**src/rtl/nor_cmd_seq.sv**
```systemverilog
module nor_cmd_seq #(
  parameter int          ADDR_W    = 26,
  parameter int          CNT_W     = 5,
  parameter logic [7:0]  MFR_ID    = 8'h20,
  parameter logic [15:0] DEV_ID    = 16'hBA19,
  parameter logic [15:0] EXT_ID    = 16'h0000,
  parameter logic [7:0]  VCFG_INIT = 8'h13
) (
  input  logic              clk,
  input  logic              rst_n,
  input  logic              cs_n,
  input  logic              rx_valid,
  input  logic [7:0]        rx_byte,
  output logic              tx_valid,
  output logic [7:0]        tx_byte,
  output logic [ADDR_W-1:0] mem_addr,
  output logic              mem_rd_en,
  input  logic [7:0]        mem_rd_data,
  output logic              mem_wr_en,
  output logic [7:0]        mem_wr_data,
  output logic              mem_erase_en,
  output logic [1:0]        mem_erase_kind
);

  typedef enum logic [2:0] {S_IDLE, S_PROG, S_READ, S_COLL, S_REPLY} st_t;

  localparam logic FIXED_IO = (MFR_ID == 8'hEF) || (MFR_ID == 8'h01);
  localparam logic HAS_DUMMY = (MFR_ID == 8'h20);
  localparam logic [2:0] ID_LEN = (EXT_ID != 16'h0000) ? 3'd5 : 3'd3;

  function automatic logic op_wide(input logic [7:0] op);
    return op inside {8'h13, 8'h0C, 8'h3C, 8'h6C, 8'hBC, 8'hEC, 8'h12, 8'h21, 8'hDC};
  endfunction
  function automatic logic op_fast(input logic [7:0] op);
    return op inside {8'h0B, 8'h0C, 8'h3B, 8'h3C, 8'h6B, 8'h6C};
  endfunction
  function automatic logic op_dio(input logic [7:0] op);
    return op inside {8'hBB, 8'hBC};
  endfunction
  function automatic logic op_qio(input logic [7:0] op);
    return op inside {8'hEB, 8'hEC};
  endfunction
  function automatic logic op_read(input logic [7:0] op);
    return (op inside {8'h03, 8'h13}) || op_fast(op) || op_dio(op) || op_qio(op);
  endfunction
  function automatic logic op_prog(input logic [7:0] op);
    return op inside {8'h02, 8'h12, 8'hA2, 8'h32};
  endfunction
  function automatic logic op_erase(input logic [7:0] op);
    return op inside {8'h20, 8'h21, 8'h52, 8'hD8, 8'hDC};
  endfunction
  function automatic logic [31:0] join_addr(input logic w4, input logic [7:0] e,
                                            input logic [7:0] b0, input logic [7:0] b1,
                                            input logic [7:0] b2, input logic [7:0] b3);
    return w4 ? {b0, b1, b2, b3} : {6'd0, e[1:0], b0, b1, b2};
  endfunction

  st_t               st;
  logic [7:0]        cmd_q;
  logic              wide_q;
  logic [CNT_W-1:0]  need_q, cnt_q;
  logic [2:0]        pos_q, rlen_q;
  logic [7:0]        abuf [4];
  logic [7:0]        bn   [4];
  logic              we_q, four_q;
  logic [7:0]        ext_q, vcfg_q;
  logic [ADDR_W-1:0] addr_q;
  logic              in_idle;

  wire go = rx_valid & ~cs_n;
  wire wide_n = op_wide(rx_byte) | four_q;
  wire [CNT_W-1:0] alen_n = wide_n ? CNT_W'(4) : CNT_W'(3);
  wire [CNT_W-1:0] dummy  = CNT_W'(vcfg_q[7:4]);
  wire last = (cnt_q + CNT_W'(1)) == need_q;

  logic [CNT_W-1:0] need_n;
  always_comb begin
    if (op_dio(rx_byte))       need_n = FIXED_IO ? CNT_W'(4) : alen_n + dummy;
    else if (op_qio(rx_byte))  need_n = FIXED_IO ? CNT_W'(6) : alen_n + dummy;
    else if (op_fast(rx_byte)) need_n = HAS_DUMMY ? alen_n + dummy : alen_n;
    else                       need_n = alen_n;
  end

  always_comb begin
    bn = abuf;
    if (cnt_q < CNT_W'(4)) bn[cnt_q[1:0]] = rx_byte;
  end

  wire [ADDR_W-1:0] addr_n = ADDR_W'(join_addr(wide_q, ext_q, bn[0], bn[1], bn[2], bn[3]));

  logic [7:0] reply;
  always_comb begin
    unique case (cmd_q)
      8'h05:   reply = {6'd0, we_q, 1'b0};
      8'h70:   reply = {1'b1, 6'd0, four_q};
      8'hC8:   reply = ext_q;
      8'h85:   reply = vcfg_q;
      default: case (pos_q)
                 3'd0:    reply = MFR_ID;
                 3'd1:    reply = DEV_ID[15:8];
                 3'd2:    reply = DEV_ID[7:0];
                 3'd3:    reply = EXT_ID[15:8];
                 default: reply = EXT_ID[7:0];
               endcase
    endcase
  end

  assign mem_addr    = addr_q;
  assign mem_rd_en   = go && (st == S_READ);
  assign mem_wr_en   = go && (st == S_PROG);
  assign mem_wr_data = rx_byte;
  assign in_idle     = (st == S_IDLE);

  always_ff @(posedge clk or negedge rst_n) begin
    if (!rst_n) begin
      st <= S_IDLE;
      cmd_q <= 8'h00;
      wide_q <= 1'b0;
      need_q <= '0;
      cnt_q <= '0;
      pos_q <= '0;
      rlen_q <= '0;
      abuf <= '{default: 8'h00};
      we_q <= 1'b0;
      four_q <= 1'b0;
      ext_q <= 8'h00;
      vcfg_q <= VCFG_INIT;
      addr_q <= '0;
      tx_valid <= 1'b0;
      tx_byte <= 8'h00;
      mem_erase_en <= 1'b0;
      mem_erase_kind <= 2'd0;
    end else begin
      tx_valid <= go;
      mem_erase_en <= 1'b0;
      if (cs_n) begin
        st <= S_IDLE;
        cnt_q <= '0;
        pos_q <= '0;
      end else if (rx_valid) begin
        tx_byte <= 8'h00;
        unique case (st)
          S_IDLE: begin
            cmd_q <= rx_byte;
            wide_q <= wide_n;
            cnt_q <= '0;
            pos_q <= '0;
            if (op_read(rx_byte) || op_prog(rx_byte) || op_erase(rx_byte)) begin
              need_q <= need_n;
              st <= S_COLL;
            end else begin
              case (rx_byte)
                8'h06: we_q <= 1'b1;
                8'h04: we_q <= 1'b0;
                8'hB7: four_q <= 1'b1;
                8'hE9: four_q <= 1'b0;
                8'h01, 8'hC5, 8'h81:
                  if (we_q) begin
                    need_q <= CNT_W'(1);
                    st <= S_COLL;
                  end
                8'h05, 8'h70, 8'hC8, 8'h85: begin
                  rlen_q <= 3'd1;
                  st <= S_REPLY;
                end
                8'h9F: begin
                  rlen_q <= ID_LEN;
                  st <= S_REPLY;
                end
                default: ;
              endcase
            end
          end
          S_PROG: addr_q <= addr_q + ADDR_W'(1);
          S_READ: begin
            tx_byte <= mem_rd_data;
            addr_q <= addr_q + ADDR_W'(1);
          end
          S_COLL: begin
            abuf <= bn;
            cnt_q <= cnt_q + CNT_W'(1);
            if (last) begin
              st <= S_IDLE;
              addr_q <= addr_n;
              if (op_prog(cmd_q)) st <= S_PROG;
              if (op_read(cmd_q)) st <= S_READ;
              if (op_erase(cmd_q)) begin
                mem_erase_en <= we_q;
                mem_erase_kind <= (cmd_q inside {8'h20, 8'h21}) ? 2'd0 :
                                  (cmd_q == 8'h52) ? 2'd1 : 2'd2;
              end
              case (cmd_q)
                8'h01: we_q <= 1'b0;
                8'hC5: ext_q <= bn[0];
                8'h81: vcfg_q <= bn[0];
                default: ;
              endcase
            end
          end
          S_REPLY: begin
            tx_byte <= reply;
            if (pos_q + 3'd1 == rlen_q) begin
              st <= S_IDLE;
              pos_q <= '0;
            end else begin
              pos_q <= pos_q + 3'd1;
            end
          end
          default: st <= S_IDLE;
        endcase
      end
    end
  end

endmodule

```
**config.mk**
```make
export PLATFORM = sky130hd
export DESIGN_NAME = nor_cmd_seq
export DESIGN_NICKNAME = d
export VERILOG_FILES = /design/src/rtl/nor_cmd_seq.sv
export SDC_FILE = /design/constraint.sdc
export NUM_CORES = 1
export LEC_CHECK = 0
export ABC_AREA = 1
export ABC_CLOCK_PERIOD_IN_PS = 1900
export BUFFER_PORTS_ARGS = -buffer_cell sky130_fd_sc_hd__buf_2
export CAP_MARGIN = 20
export CELL_PAD_IN_SITES_DETAIL_PLACEMENT = 2
export CELL_PAD_IN_SITES_GLOBAL_PLACEMENT = 2
export CORE_AREA = 5 5 158 160
export DETAILED_ROUTE_END_ITERATION = 16
export DIE_AREA = 0 0 163 165
export PLACE_DENSITY = 0.75
export SYNTH_ARGS = -nofsm -noshare
export SYNTH_HDL_FRONTEND = slang
export SYNTH_SLANG_ARGS = --single-unit
```
**constraint.sdc**
```tcl
create_clock -name clk -period 1.9 [get_ports clk]
set_input_delay 0.095 -clock clk [delete_from_list [all_inputs] [get_ports clk]]
set_output_delay 0.095 -clock clk [all_outputs]
set_load 0.005 [all_outputs]
```
==> results of run 1 <==
-- synthesized netlist by cell type (all sizes together) --
cell / number / share of area
nand3: 74 / 0.054
o22ai: 5 / 0.0044
dfrtp: 112 / 0.39
nor3b: 1 / 0.0010
dfstp: 3 / 0.011
nor3: 25 / 0.020
inv: 93 / 0.049
a32oi: 1 / 0.0012
o21a: 2 / 0.0021
clkinv: 1 / 0.00052
fa: 1 / 0.0028
xor2: 18 / 0.022
xnor2: 7 / 0.0086
ha: 13 / 0.023
a21oi: 53 / 0.038
a22o: 2 / 0.0024
clkbuf: 19 / 0.010
nand3b: 1 / 0.0010
nor2: 120 / 0.066
a22oi: 1 / 0.0010
buf: 23 / 0.020
o211ai: 2 / 0.0021
o21ai: 126 / 0.088
or2: 1 / 0.00087
o31ai: 1 / 0.0010
nor4: 1 / 0.0017
nand4: 15 / 0.013
a21boi: 3 / 0.0031
nand2: 305 / 0.16
-- metrics by stage --
step | total power (uW) | utilization | setup TNS [ps] | instance area (um^2)
floorplan | 5966 | - | -25.87 | 7197
global placement | 7799 | 0.3794 | -1528 | 8826
detailed placement | 7997 | 0.3794 | -7698 | 8826
CTS | 11440 | 0.4100 | -6829 | 9538
global route | 12550 | 0.4214 | -20290 | 9802
finish | 11800 | 0.4214 | -14170 | 9802
-- what timing repair did --
action	in CTS	in global routing
gates resized for setup	14	62
endpoints found under the setup margin	52	66
pin swaps	6	16
setup buffers	1	3
cloned	0	3
hold endpoints to repair	39	0
hold buffers	10	0
-- area by class of cell --
type / instances / area, um^2 / share of cell area
multi-input cells: 778 / 3925 / 0.4004
flip-flops and latches: 115 / 2884 / 0.2942
repair buffers: 214 / 1660 / 0.1694
clock buffers: 18 / 439.2 / 0.04480
well taps: 319 / 399.1 / 0.04072
inverters: 94 / 352.8 / 0.03600
clock inverters: 14 / 141.4 / 0.01442
-- power groups by stage --
stage | logic, uW | registers, uW | clock network (uW)
floorplan | 2380 | 3590 | 0
global placement | 4170 | 3630 | 0
detailed placement | 4340 | 3660 | 0
CTS | 4490 | 3640 | 3310
global route | 5350 | 3770 | 3440
finish | 4830 | 3680 | 3280
-- worst max-delay path, cell delays in order, from the launching register on --
cell     delay [ps]
dfrtp_1         440
inv_2            90
ha_4            260
xor2_1          170
nor2_1          170
nand3_1         100
nor2_1          100
nand3_1         120
nand2_2         130
nand3_4         110
buf_12          160
buf_8           160
a21oi_1         180
-- flip-flops by register name (all words and copies together), names as in the netlist --
| name | flops |
|---|---|
| mem_erase_en | 1 |
| rlen_q | 2 |
| four_q | 1 |
| tx_valid | 1 |
| ext_q | 8 |
| vcfg_q | 8 |
| abuf | 32 |
| need_q | 5 |
| wide_q | 1 |
| cmd_q | 8 |
| mem_addr | 26 |
| we_q | 1 |
| cnt_q | 5 |
| tx_byte | 8 |
| st | 3 |
| mem_erase_kind | 2 |
| pos_q | 3 |
-- metal layers --
layer / vias up / global-route usage
met5: - / 0
met4: 0 / 0.08616
met3: 54 / 0.03394
met2: 120 / 0.4304
met1: 4053 / 0.2711
li1: 3729 / -
-- worst max path at each step --
stage / from / to / slack, ps / cells past startpoint
2_1_floorplan: rx_byte[5] / need_q[2] / -30 / 15
3_3_place_gp: cnt_q[0] / mem_addr[25] / -70 / 11
3_5_place_dp: rx_byte[4] / need_q[2] / -220 / 15
4_1_cts: cnt_q[0] / ext_q[7] / -190 / 12
5_1_grt: cnt_q[0] / mem_addr[17] / -550 / 12
6_report: cnt_q[0] / mem_addr[17] / -370 / 12
-- cell families (layout without fill, tap and decap cells) --
family          Yosys count  in the layout  synth area share
fa+ha+maj                14             14           0.02552
buf+inv                 136            340           0.07952
simple gates            543            543            0.3188
compound gates          196            196            0.1431
flops                   115            115            0.4025
xor+xnor                 25             25           0.03058
==> metrics.csv, run 1 <==
stage,metric,value,unit
die,core_area,23260,um^2
finish,nets,1254,
drt,route.detailed.drc,0,
critical_path,r2r_end,mem_addr[17],
placement,dp_hpwl,21.74,mm
min_path,hold_class,in -> reg,
critical_path,cp_max_fo,13,
sta,fin_ws,-374.0,ps
finish,nFillCells,2739,
synth,synth_fp_nets,1063,
placement,preCtsSetupSlack,-222.8,ps
drt,drt.antenna.violating_nets,0,
grt,grt_max_degree,68,
synth,ys_ff_latch,115,
placement,place.gp.congestion,0.8839,
grt,grt_use_total,0.2322,
sta,maxSlewViolCount,0,
sta,fin_hold_ws,43.97,ps
critical_path,startpoint_type,register,
finish,final_cells,1552,
power_and_ir_drop,ir_drop,744.0,uV
sta,final-setup-viol-count,50,
die,initial_core_util,0.3078,
critical_path,r2r-start,cnt_q[0],
cts,ctsHtreeMaxLevel,4,
sta,slew_headroom,0.6297,
power_and_ir_drop,swShare,0.4256,
finish,final_common_cell,nand2_1,
min_path,worst_hold_startpoint,rx_byte[2],
sta,fin_crit,2274,ps
critical_path,critical_path_required,2250,ps
critical_path,reg2regPathDepth,12,
power_and_ir_drop,p_sw,5021,uW
grt,antenna_found_initial,0,
drt,dr.pass1.iters,5,
die,die_w,163,um
finish,drive_above_1_share,0.2506,
finish,syn_to_final_growth,36.91,%
power_and_ir_drop,p_int,6777,uW
sta,finClkSkew,13.79,ps
die,die-area,26900,um^2
cts,clk_pin_slew,70,ps
synth,ys_types,42,
outcome,run_status,"complete, but fails checks",
sta,fin_crit_sh,1.197,
cts,root_buffer,clkbuf_16,
die,row_count,56,
critical_path,end_kind,register,
sta,hold_violations,0,
drt,wl_per_cell,21.25,um
grt,grt_pass1_wl,48.39,mm
drt,drtIter0Drc,378,
grt,grt.overflow.total,0,
drt,wl_met2,17.75,mm
grt,first_global_vias,8785,
finish,layout_common_cells,"294 x nand2_1, 121 x buf_4, 110 x dfrtp_1",
drt,wl_met3,637,um
drt,vias,7956,
cts,numCtsBuffers,17,
cts,insertion_delay,440,ps
placement,place_inst,1503,
cts,clock-sinks,115,
synth,syn_area,7159,um^2
critical_path,critPathKind,reg -> reg,
drt,met1_length,13.70,mm
flow_run,cap_viol_max_count,0,
drt,routed_via_density,5.126,
drt,drt-total-wl,32.98,mm
sta,max_freq,439.8,MHz
min_path,worstHoldEndpoint,cmd_q[2],
critical_path,cp.arrival,2620,ps
cts,cts_tree,built,
cts,clockBufferDepth,2,
power_and_ir_drop,p_clk_frac,0.278,
sta,tightest_slew,555.4,ps
outcome,violations,negative setup slack,
synth,avgSynthCellArea,6.958,um^2
synth,yosysSeqAreaShare,0.4025,
sta,rsz0062_at_grt,true,
power_and_ir_drop,power.density,1204,nW/um^2
die,die_h,165,um
power_and_ir_drop,static-leakage-power,0.004698,uW
critical_path,regToRegSetupSlack,-370,ps
die,boundaryPins,68,
synth,yosys_warnings,0,
placement,port_buffers,67,
finish,antenna_cells,0,
synth,syn-instance-count,1029,
drt,maxUsedRoutingLayer,met4,
min_path,whs_path_depth,4,
power_and_ir_drop,pwr-share-seq,0.312,
power_and_ir_drop,comb_power_share,0.409,
Note: power is estimated with default switching activity, not from simulation.
==> run 2: changes to the inputs <==
- ABC_CLOCK_PERIOD_IN_PS: 1900 -> 2500
- CORE_AREA: 5 5 158 160 -> 5 5 152 154
- DIE_AREA: 0 0 163 165 -> 0 0 157 159
- PLACE_DENSITY: 0.75 -> 0.77
- SETUP_SLACK_MARGIN: default -> 0.4
- clock period: 1.9 -> 2.5 ns (I/O delays scaled with it)
==> metrics.csv, run 2 (synthesis results as in run 1) <==
stage,metric,value,unit
die,boundaryPins,68,
sta,rsz0062_at_grt,true,
die,die_h,159,um
grt,grt_max_degree,68,
placement,port_buffers,67,
finish,final_common_cell,nand2_1,
drt,drt-total-wl,30.60,mm
power_and_ir_drop,p_clk_frac,0.290,
critical_path,cp.arrival,2560,ps
sta,maxSlewViolCount,0,
drt,drt.antenna.violating_nets,0,
critical_path,regToRegSetupSlack,250,ps
critical_path,critical_path_required,2810,ps
placement,place.gp.congestion,0.8860,
grt,first_global_vias,8218,
sta,hold_violations,1,
grt,antenna_found_initial,0,
sta,timing.setup.tns,0,ps
outcome,violations,negative hold slack,
finish,largest_reg_flops,32,
die,core_area,21550,um^2
cts,clockBufferDepth,2,
finish,layout_common_cells,"285 x nand2_1, 107 x dfrtp_1, 105 x o21ai_0",
cts,root_buffer,clkbuf_16,
cts,numCtsBuffers,17,
placement,placed_area,7934,um^2
critical_path,crit_path_end,mem_addr[24],
cts,cts_tree,built,
die,die_w,157,um
sta,fin_ws,254.4,ps
finish,fin_util,0.4303,
cts,ctsHtreeMaxLevel,4,
power_and_ir_drop,p_sw,3707,uW
power_and_ir_drop,swShare,0.4185,
critical_path,crit_start,cnt_q[0],
outcome,run_status,"complete, but fails checks",
grt,grt_pass1_wl,46.22,mm
drt,vias,7570,
die,initial_core_util,0.3322,
sta,fin_hold_ws,-1.747,ps
drt,drtIter0Drc,391,
drt,wl_per_cell,21.33,um
critical_path,reg2regPathDepth,13,
critical_path,r2r-start,cnt_q[0],
power_and_ir_drop,p_int,5151,uW
drt,dr.pass1.iters,4,
power_and_ir_drop,static-leakage-power,0.004362,uW
sta,fin_crit_sh,0.8982,
critical_path,cp_max_fo,6,
finish,design_area,9274,um^2
die,die-area,24960,um^2
flow_run,cap_viol_max_count,0,
sta,tightest_slew,740.2,ps
die,row_count,54,
grt,grt_use_total,0.2355,
finish,drive_above_1_share,0.2156,
critical_path,critPathKind,reg -> reg,
sta,slew_headroom,0.5035,
finish,syn_to_final_growth,29.54,%
power_and_ir_drop,comb_power_share,0.386,
finish,antenna_cells,0,
critical_path,end_kind,register,
sta,max_freq,445.3,MHz
critical_path,startpoint_type,register,
sta,final-setup-viol-count,0,
drt,routed_via_density,5.275,
cts,insertion_delay,430,ps
cts,clk_pin_slew,60,ps
drt,route.detailed.drc,0,
critical_path,r2r_end,mem_addr[24],
placement,dp_hpwl,19.97,mm
power_and_ir_drop,ir_drop,413.3,uV
power_and_ir_drop,power.density,955.2,nW/um^2
min_path,hold_class,in -> reg,
grt,grt.overflow.total,0,
cts,clock-sinks,115,
sta,fin_crit,2246,ps
power_and_ir_drop,pwr-share-seq,0.324,
finish,nets,1176,
sta,finClkSkew,7.923,ps
finish,regMostFlops,abuf,
finish,nFillCells,2518,
placement,preCtsSetupSlack,160.5,ps
-- run 2: cell types whose count changed in the layout (fill, tap and decap cells not counted), sizes merged --
cell	delta
buf	-78
inv	-6
bufinv	+2
clkinv	+2
clkinvlp	+2
dlygate4sd3	-2
clkbuf	+1
nand2	+1
-- run 2: area by class of cell --
cell class,count,area [um^2],area share
Clock buffer,18,439.2,0.04736
Clock inverter,14,162.7,0.01754
Inverter,94,360.3,0.03886
Multi-Input combinational cell,779,4014,0.4328
Sequential cell,115,2888,0.3114
Tap cell,280,350.3,0.03778
Timing Repair Buffer,135,1060,0.1143
-- run 2: worst min path at each step --
stage	startpoint	end	cells past startpoint
2_1_floorplan	rst_n	abuf[0]	0
5_1_grt	mem_rd_data[1]	tx_byte[1]	3
3_3_place_gp	rst_n	abuf[4]	1
6_report	mem_rd_data[1]	tx_byte[1]	3
3_5_place_dp	rst_n	abuf[4]	1
4_1_cts	mem_rd_data[7]	tx_byte[7]	3
-- run 2: power by group through the flow --
stage          clock network, uW  logic [uW]  registers [uW]
3_3_place_gp                   0        2720            2840
3_5_place_dp                   0        2830            2850
2_1_floorplan                  0        1800            2720
6_report                    2570        3420            2870
4_1_cts                     2600        3030            2840
5_1_grt                     2710        3790            2940
-- run 2: metrics by stage --
| step | instances | total power, uW |
|---|---|---|
| global placement | 1367 | 5556 |
| detailed placement | 1367 | 5680 |
| CTS | 1418 | 8472 |
| global route | 1435 | 9445 |
| finish | 1435 | 8858 |
| floorplan | 1029 | 4523 |
-- run 2: per-layer routing --
| metal | share of wire | routed length, um | global-route usage | up-vias |
|---|---|---|---|---|
| met2 | 0.53 | 16170 | 0.4198 | 102 |
| met3 | 0.019 | 574 | 0.03017 | 41 |
| met1 | 0.43 | 13130 | 0.2926 | 3867 |
| met5 | 0 | 0 | 0 | - |
| li1 | - | - | - | 3560 |
| met4 | 0.024 | 728 | 0.07613 | 0 |
-- run 2: critical path: stages, from the launching register on --
cell and delay (ps):
dfrtp_2 460, buf_12 140, ha_4 170, nand3_1 120, xor2_2 190, nor2_1 70
nor2_1 130, nand3_2 110, nand2_4 100, nand3_4 130, buf_8 200, clkbuf_16 170
nand2_1 70, o21ai_2 60
-- run 2: repair_timing --
action / 4_1_cts / 5_1_grt
gates resized for setup: 28 / 92
hold buffers: 8 / 0
buffers inserted: 8 / 12
endpoints found under the hold margin: 44 / 0
setup endpoints to repair: 50 / 57
gates cloned: 3 / 5
pin swaps: 1 / 14
